$ cat src/rtl/lrm_pkg.sv
package lrm_pkg;

    parameter int unsigned RISE_W = 16;

    typedef logic [RISE_W-1:0] rise_t;

    typedef enum logic [1:0] {
        GATE_RSVD0   = 2'b00,
        GATE_L2_ONLY = 2'b01,
        GATE_HINT_L2 = 2'b10,
        GATE_RSVD3   = 2'b11
    } gate_policy_e;

    typedef enum logic [1:0] {
        MS_IDLE  = 2'b00,
        MS_ARMED = 2'b01,
        MS_COUNT = 2'b10
    } meas_state_e;

    typedef struct packed {
        rise_t cycles;
        logic  timed_out;
    } meas_result_t;

    function automatic rise_t sat_inc(rise_t v);
        return (v == '1) ? v : v + rise_t'(1);
    endfunction

    function automatic gate_policy_e pick_policy(rise_t r, rise_t lo, rise_t hi,
                                                 gate_policy_e cur);
        if (r < lo)
            return GATE_HINT_L2;
        else if (r > hi)
            return GATE_L2_ONLY;
        else
            return cur;
    endfunction

endpackage

$ cat src/rtl/lrm_sync.sv
module lrm_sync #(
    parameter int unsigned STAGES = 2
) (
    input  logic clk,
    input  logic rst,
    input  logic async_i,
    output logic rise_o
);
    logic [STAGES-1:0] chain_q;
    logic              last_q;

    always_ff @(posedge clk) begin
        if (rst) chain_q[0] <= 1'b0;
        else     chain_q[0] <= async_i;
    end

    for (genvar g = 1; g < STAGES; g++) begin : g_stage
        always_ff @(posedge clk) begin
            if (rst) chain_q[g] <= 1'b0;
            else     chain_q[g] <= chain_q[g-1];
        end
    end

    always_ff @(posedge clk) begin
        if (rst) last_q <= 1'b0;
        else     last_q <= chain_q[STAGES-1];
    end

    assign rise_o = chain_q[STAGES-1] & ~last_q;
endmodule

$ cat src/rtl/lrm_counter.sv
module lrm_counter
    import lrm_pkg::*;
(
    input  logic  clk,
    input  logic  rst,
    input  logic  clr_i,
    input  logic  en_i,
    output rise_t cnt_o
);
    always_ff @(posedge clk) begin
        if (rst || clr_i)
            cnt_o <= '0;
        else if (en_i)
            cnt_o <= sat_inc(cnt_o);
    end
endmodule

$ cat src/rtl/lrm_policy.sv
module lrm_policy
    import lrm_pkg::*;
(
    input  logic         clk,
    input  logic         rst,
    input  logic         upd_i,
    input  logic         force_long_i,
    input  rise_t        rise_i,
    input  rise_t        lo_i,
    input  rise_t        hi_i,
    output gate_policy_e policy_o
);
    always_ff @(posedge clk) begin
        if (rst)
            policy_o <= GATE_L2_ONLY;
        else if (force_long_i)
            policy_o <= GATE_L2_ONLY;
        else if (upd_i)
            policy_o <= pick_policy(rise_i, lo_i, hi_i, policy_o);
    end
endmodule

$ cat src/rtl/lrm_rise_monitor.sv
module lrm_rise_monitor
    import lrm_pkg::*;
#(
    parameter int unsigned SYNC_STAGES = 2
) (
    input  logic              clk,
    input  logic              rst,
    input  logic              start_i,
    input  logic              sleep_enter_i,
    input  logic              cmp_async_i,
    input  logic [RISE_W-1:0] timeout_lim_i,
    input  logic [RISE_W-1:0] thr_lo_i,
    input  logic [RISE_W-1:0] thr_hi_i,
    output logic [RISE_W-1:0] rise_cycles_o,
    output logic              valid_o,
    output logic              timeout_o,
    output logic [1:0]        strategy_o
);
    meas_state_e  state_q, state_d;
    meas_result_t res_q;
    logic         valid_q;
    logic         cmp_rise;
    rise_t        cnt;
    logic         in_count;
    logic         done_edge;
    logic         done_limit;
    gate_policy_e policy;

    lrm_sync #(.STAGES(SYNC_STAGES)) u_sync (
        .clk     (clk),
        .rst     (rst),
        .async_i (cmp_async_i),
        .rise_o  (cmp_rise)
    );

    // Counter is held at zero outside a measurement, counts while measuring.
    lrm_counter u_cnt (
        .clk   (clk),
        .rst   (rst),
        .clr_i (!in_count),
        .en_i  (in_count),
        .cnt_o (cnt)
    );

    always_comb begin
        in_count   = (state_q == MS_COUNT);
        done_edge  = in_count && !start_i && cmp_rise;
        done_limit = in_count && !start_i && !cmp_rise && (cnt == timeout_lim_i);
    end

    always_comb begin
        state_d = state_q;
        unique case (state_q)
            MS_IDLE:  if (start_i) state_d = MS_ARMED;
            MS_ARMED: if (!start_i && sleep_enter_i) state_d = MS_COUNT;
            MS_COUNT: begin
                if (start_i)                      state_d = MS_ARMED;
                else if (done_edge || done_limit) state_d = MS_IDLE;
            end
            default:  state_d = MS_IDLE;
        endcase
    end

    always_ff @(posedge clk) begin
        if (rst) state_q <= MS_IDLE;
        else     state_q <= state_d;
    end

    always_ff @(posedge clk) begin
        if (rst || start_i)
            res_q <= '0;
        else if (done_edge)
            res_q <= '{cycles: cnt, timed_out: 1'b0};
        else if (done_limit)
            res_q <= '{cycles: cnt, timed_out: 1'b1};
    end

    always_ff @(posedge clk) begin
        if (rst) valid_q <= 1'b0;
        else     valid_q <= done_edge || done_limit;
    end

    lrm_policy u_policy (
        .clk          (clk),
        .rst          (rst),
        .upd_i        (done_edge),
        .force_long_i (done_limit),
        .rise_i       (cnt),
        .lo_i         (thr_lo_i),
        .hi_i         (thr_hi_i),
        .policy_o     (policy)
    );

    assign rise_cycles_o = res_q.cycles;
    assign timeout_o     = res_q.timed_out;
    assign valid_o       = valid_q;
    assign strategy_o    = policy;
endmodule

$ cat config.mk
export PLATFORM = sky130hd
export DESIGN_NAME = lrm_rise_monitor
export DESIGN_NICKNAME = d
export VERILOG_FILES = /design/src/rtl/lrm_pkg.sv /design/src/rtl/lrm_sync.sv /design/src/rtl/lrm_counter.sv /design/src/rtl/lrm_policy.sv /design/src/rtl/lrm_rise_monitor.sv
export SDC_FILE = /design/constraint.sdc
export NUM_CORES = 1
export LEC_CHECK = 0
export BUFFER_PORTS_ARGS = -buffer_cell sky130_fd_sc_hd__buf_2
export CORE_MARGIN = 3
export CORE_UTILIZATION = 55
export CTS_BUF_LIST = sky130_fd_sc_hd__clkbuf_4 sky130_fd_sc_hd__clkbuf_8
export CTS_CLUSTER_DIAMETER = 40
export DETAILED_ROUTE_END_ITERATION = 10
export GPL_ROUTABILITY_DRIVEN = 0
export MAX_ROUTING_LAYER = met4
export PLACE_DENSITY_LB_ADDON = 0.15
export SKIP_LAST_GASP = 1
export SLEW_MARGIN = 20
export SYNTH_ARGS = -nofsm -noshare
export SYNTH_HDL_FRONTEND = slang
export SYNTH_SLANG_ARGS = --single-unit
export TNS_END_PERCENT = 30
$ cat constraint.sdc
create_clock -name clk -period 2.15 [get_ports clk]
set_input_delay 0.215 -clock clk [delete_from_list [all_inputs] [get_ports clk]]
set_output_delay 0.215 -clock clk [all_outputs]
set_load 0.005 [all_outputs]
==> impl_metrics.py <==
metrics = {
    "synth": {
        "synth_seq_cells": 41,
        "synth_cell_types": 46,
        "synth_edf_count": 0,
        "post-synth-top-area-fraction": 0.302,
        "synthFlopType": "dfxtp_1",
        "yosys.area.top_type": "dfxtp_1",
        "synth_warnings": 0,
        "async_flop_share": 0,
        "avgSynthCellArea_um2": 8.18,
        "yosysMostFrequentCell": "nand2_1",
        "synth_nets": 417,
        "netlist_area_um2": 2720,
        "ys_seq_area_frac": 0.302,
        "synthTopCellsByCount": "nand2_1 (47), dfxtp_1 (41), inv_1 (33)",
        "ys_top_cells_by_area": "dfxtp_1 (30%), ha_1 (15%), nand2_1 (6.5%), xnor2_1 (5.8%), mux2i_1 (5.5%)",
        "synthCells": 332,
    },
    "global_routing": {
        "overflow": 0,
        "grt_pass1_wl_mm": 11.9,
        "grt_max_degree": 35,
        "grt_pass1_vias": 2576,
        "grt_usage": 0.260,
        "antenna_found_initial": 0,
    },
    "hold_path": {
        "hp-class": "in -> reg",
        "hold_path_depth": 2,
        "hold-path-endpoint": "u_sync.chain_q[0]",
        "worstHoldStart": "cmp_async_i",
    },
    "worst_setup_path": {
        "r2r_slack_ns": 0.05,
        "rr_worst_depth": 7,
        "timing.rr.start": "u_cnt.cnt_o[6]",
        "crit_slowest_cell": "or4_4",
        "cp_slowest_stage_delay_ns": 0.53,
        "start_kind": "flip-flop",
        "cp-end-kind": "flip-flop",
        "reg2reg_to": "rise_cycles_o[1]",
        "crit_chain": "buf_4 -> xor2_1 -> or4_4 -> nor4_4 -> nor2_2 -> buf_12 -> mux2i_1",
        "crit_family": "simple AND/OR/NAND/NOR gates",
        "crit_fanout": 17,
        "crit_type": "reg -> reg",
        "cp.arrival_ns": 2.28,
        "worstPathRequired_ns": 2.34,
        "critPathBufInv": 2,
    },
    "detailed_routing": {
        "first_pass_iters": 4,
        "vias": 2565,
        "drtIter0Drc": 216,
        "ant_nets": 0,
        "drc": 0,
        "wl_per_cell_um": 14.6,
        "vias_per_cell": 5.30,
        "wl_mm": 7.07,
    },
    "sta": {
        "min_period_over_period": 0.975,
        "grt_setup_unrepaired": "yes",
        "max_slew_margin": 0.694,
        "worstMarginPinSlew_ns": 0.454,
        "hold_violations": 0,
        "finalClockSkew_ns": 0.00793,
        "setup_viol": 0,
        "drv_slew": 0,
        "fin_crit_ns": 2.10,
        "fin_tns_setup_ns": 0,
        "fmax_mhz": 477,
    },
    "power_and_ir_drop": {
        "ir_drop_uv": 463,
        "power_density_nw_per_um2": 426,
        "power_leakage_nw": 1.71,
    },
    "layout": {
        "diodes": 0,
        "post-route-util": 0.742,
        "drive_above_1_share": 0.274,
        "nNetsFinal": 504,
        "n_fill_cell": 385,
        "area_growth_pct": 24.6,
    },
    "placement": {
        "port_buffers": 72,
        "dp_hpwl_mm": 5.64,
    },
    "run_status": {
        "status": "completed",
    },
    "clock_network": {
        "tritoncts": "built",
        "cts_buffers": 5,
        "cts_root_buf": "clkbuf_8",
        "cts.sink_count": 41,
        "cts_max_level": 2,
        "path_clk_slew_ns": 0.08,
        "clk_latency_ns": 0.30,
        "cts_buffer_depth": 2,
    },
    "die": {
        "die_area_um2": 5820,
        "coreArea_um2": 4560,
        "die_y_um": 76.3,
        "start_util": 0.595,
        "rows": 24,
        "io-pin-count": 73,
        "die_w_um": 76.3,
    },
    "run": {
        "cap_violations": 0,
    },
}
layer usage:
metal / part of all wire / wire length (um) / track usage
met5: 0 / 0 / -
met2: 0.48 / 3380 / 0.419
met4: 0.024 / 170 / 0.111
met3: 0.066 / 466 / 0.0473
met1: 0.43 / 3060 / 0.318
what timing repair did:
action | CTS | global route
buffers inserted | 0 | 2
hold buffers | 0 | 0
resized for setup | 0 | 13
endpoints found under the setup margin | 0 | 23
worst register-to-register path: cells and delay by family (launching register included):
kind | cells | cell delay [ns]
XOR/XNOR | 1 | 0.17
flip-flops | 1 | 0.35
multiplexers | 1 | 0.14
AND/OR/NAND/NOR | 3 | 0.99
buffers and inverters | 2 | 0.33
per-stage QoR:
stage	total power [mW]	std cells	worst slack [ns]	hold slack, ns	cell area, um2
final	1.44	484	0.0538	0.156	3390
after global routing	1.49	484	-0.0451	0.177	3390
after CTS	1.45	482	0.0407	0.156	3330
after detailed placement	0.933	475	0.0659	0.449	3240
after global placement	0.930	475	0.0964	0.425	3240
after floorplan	0.862	332	0.234	0.343	2720
layout by cell type, fill, tap and decap left out, drive strengths merged, types with 3 or more instances in the layout:
cell    instances
a211oi          3
a21oi          11
buf            93
clkbuf          7
dfxtp          41
ha             32
inv            33
mux2i          15
nand2          47
nand3           8
nand4          13
nor2           31
nor2b           5
nor3            5
nor4            5
o21ai           7
or2             3
xnor2          18
xor2           13
layout make-up:
type                       instances  area (um2)  area share
timing repair buffer              93         531       0.157
tap                               65        81.3      0.0240
clock buffer                       7        90.1      0.0266
sequential                        41         831       0.245
multi-input combinational        245        1730       0.511
inverter                          33         124      0.0366
report_power, final:
| part | total, mW | leakage (nW) | internal (mW) | switching, mW |
|---|---|---|---|---|
| registers | 0.767 | 0.334 | 0.762 | 0.00448 |
| logic | 0.153 | 1.33 | 0.0730 | 0.0796 |
| clock network | 0.523 | 0.0477 | 0.267 | 0.256 |
| total | 1.44 | 1.71 | 1.10 | 0.340 |
sequential cells by signal (all words and copies together), names as in the netlist:
signal and count:
u_cnt.cnt_o 16, valid_o 1, rise_cycles_o 16, timeout_o 1, u_sync.last_q 1, u_policy.policy_o 2
state_q 2, u_sync.chain_q 2
cells by family after synthesis:
| kind of cell | synth area share |
|---|---|
| AND/OR/NAND/NOR | 0.243 |
| buffers and inverters | 0.0691 |
| flip-flops | 0.302 |
| AO/OA/AOI/OAI | 0.0829 |
| adder cells (fa/ha/maj) | 0.147 |
| XOR/XNOR | 0.100 |
| multiplexers | 0.0553 |
worst max path at each step:
stage / from / endpoint / depth (start not counted)
final: u_cnt.cnt_o[6] / rise_cycles_o[1] / 7
after global routing: u_cnt.cnt_o[6] / rise_cycles_o[7] / 7
after CTS: u_cnt.cnt_o[4] / rise_cycles_o[1] / 7
after detailed placement: u_cnt.cnt_o[4] / rise_cycles_o[15] / 7
after global placement: u_cnt.cnt_o[4] / rise_cycles_o[14] / 7
after floorplan: u_cnt.cnt_o[4] / rise_cycles_o[15] / 8
No activity file was read; power rests on OpenSTA's default activity.
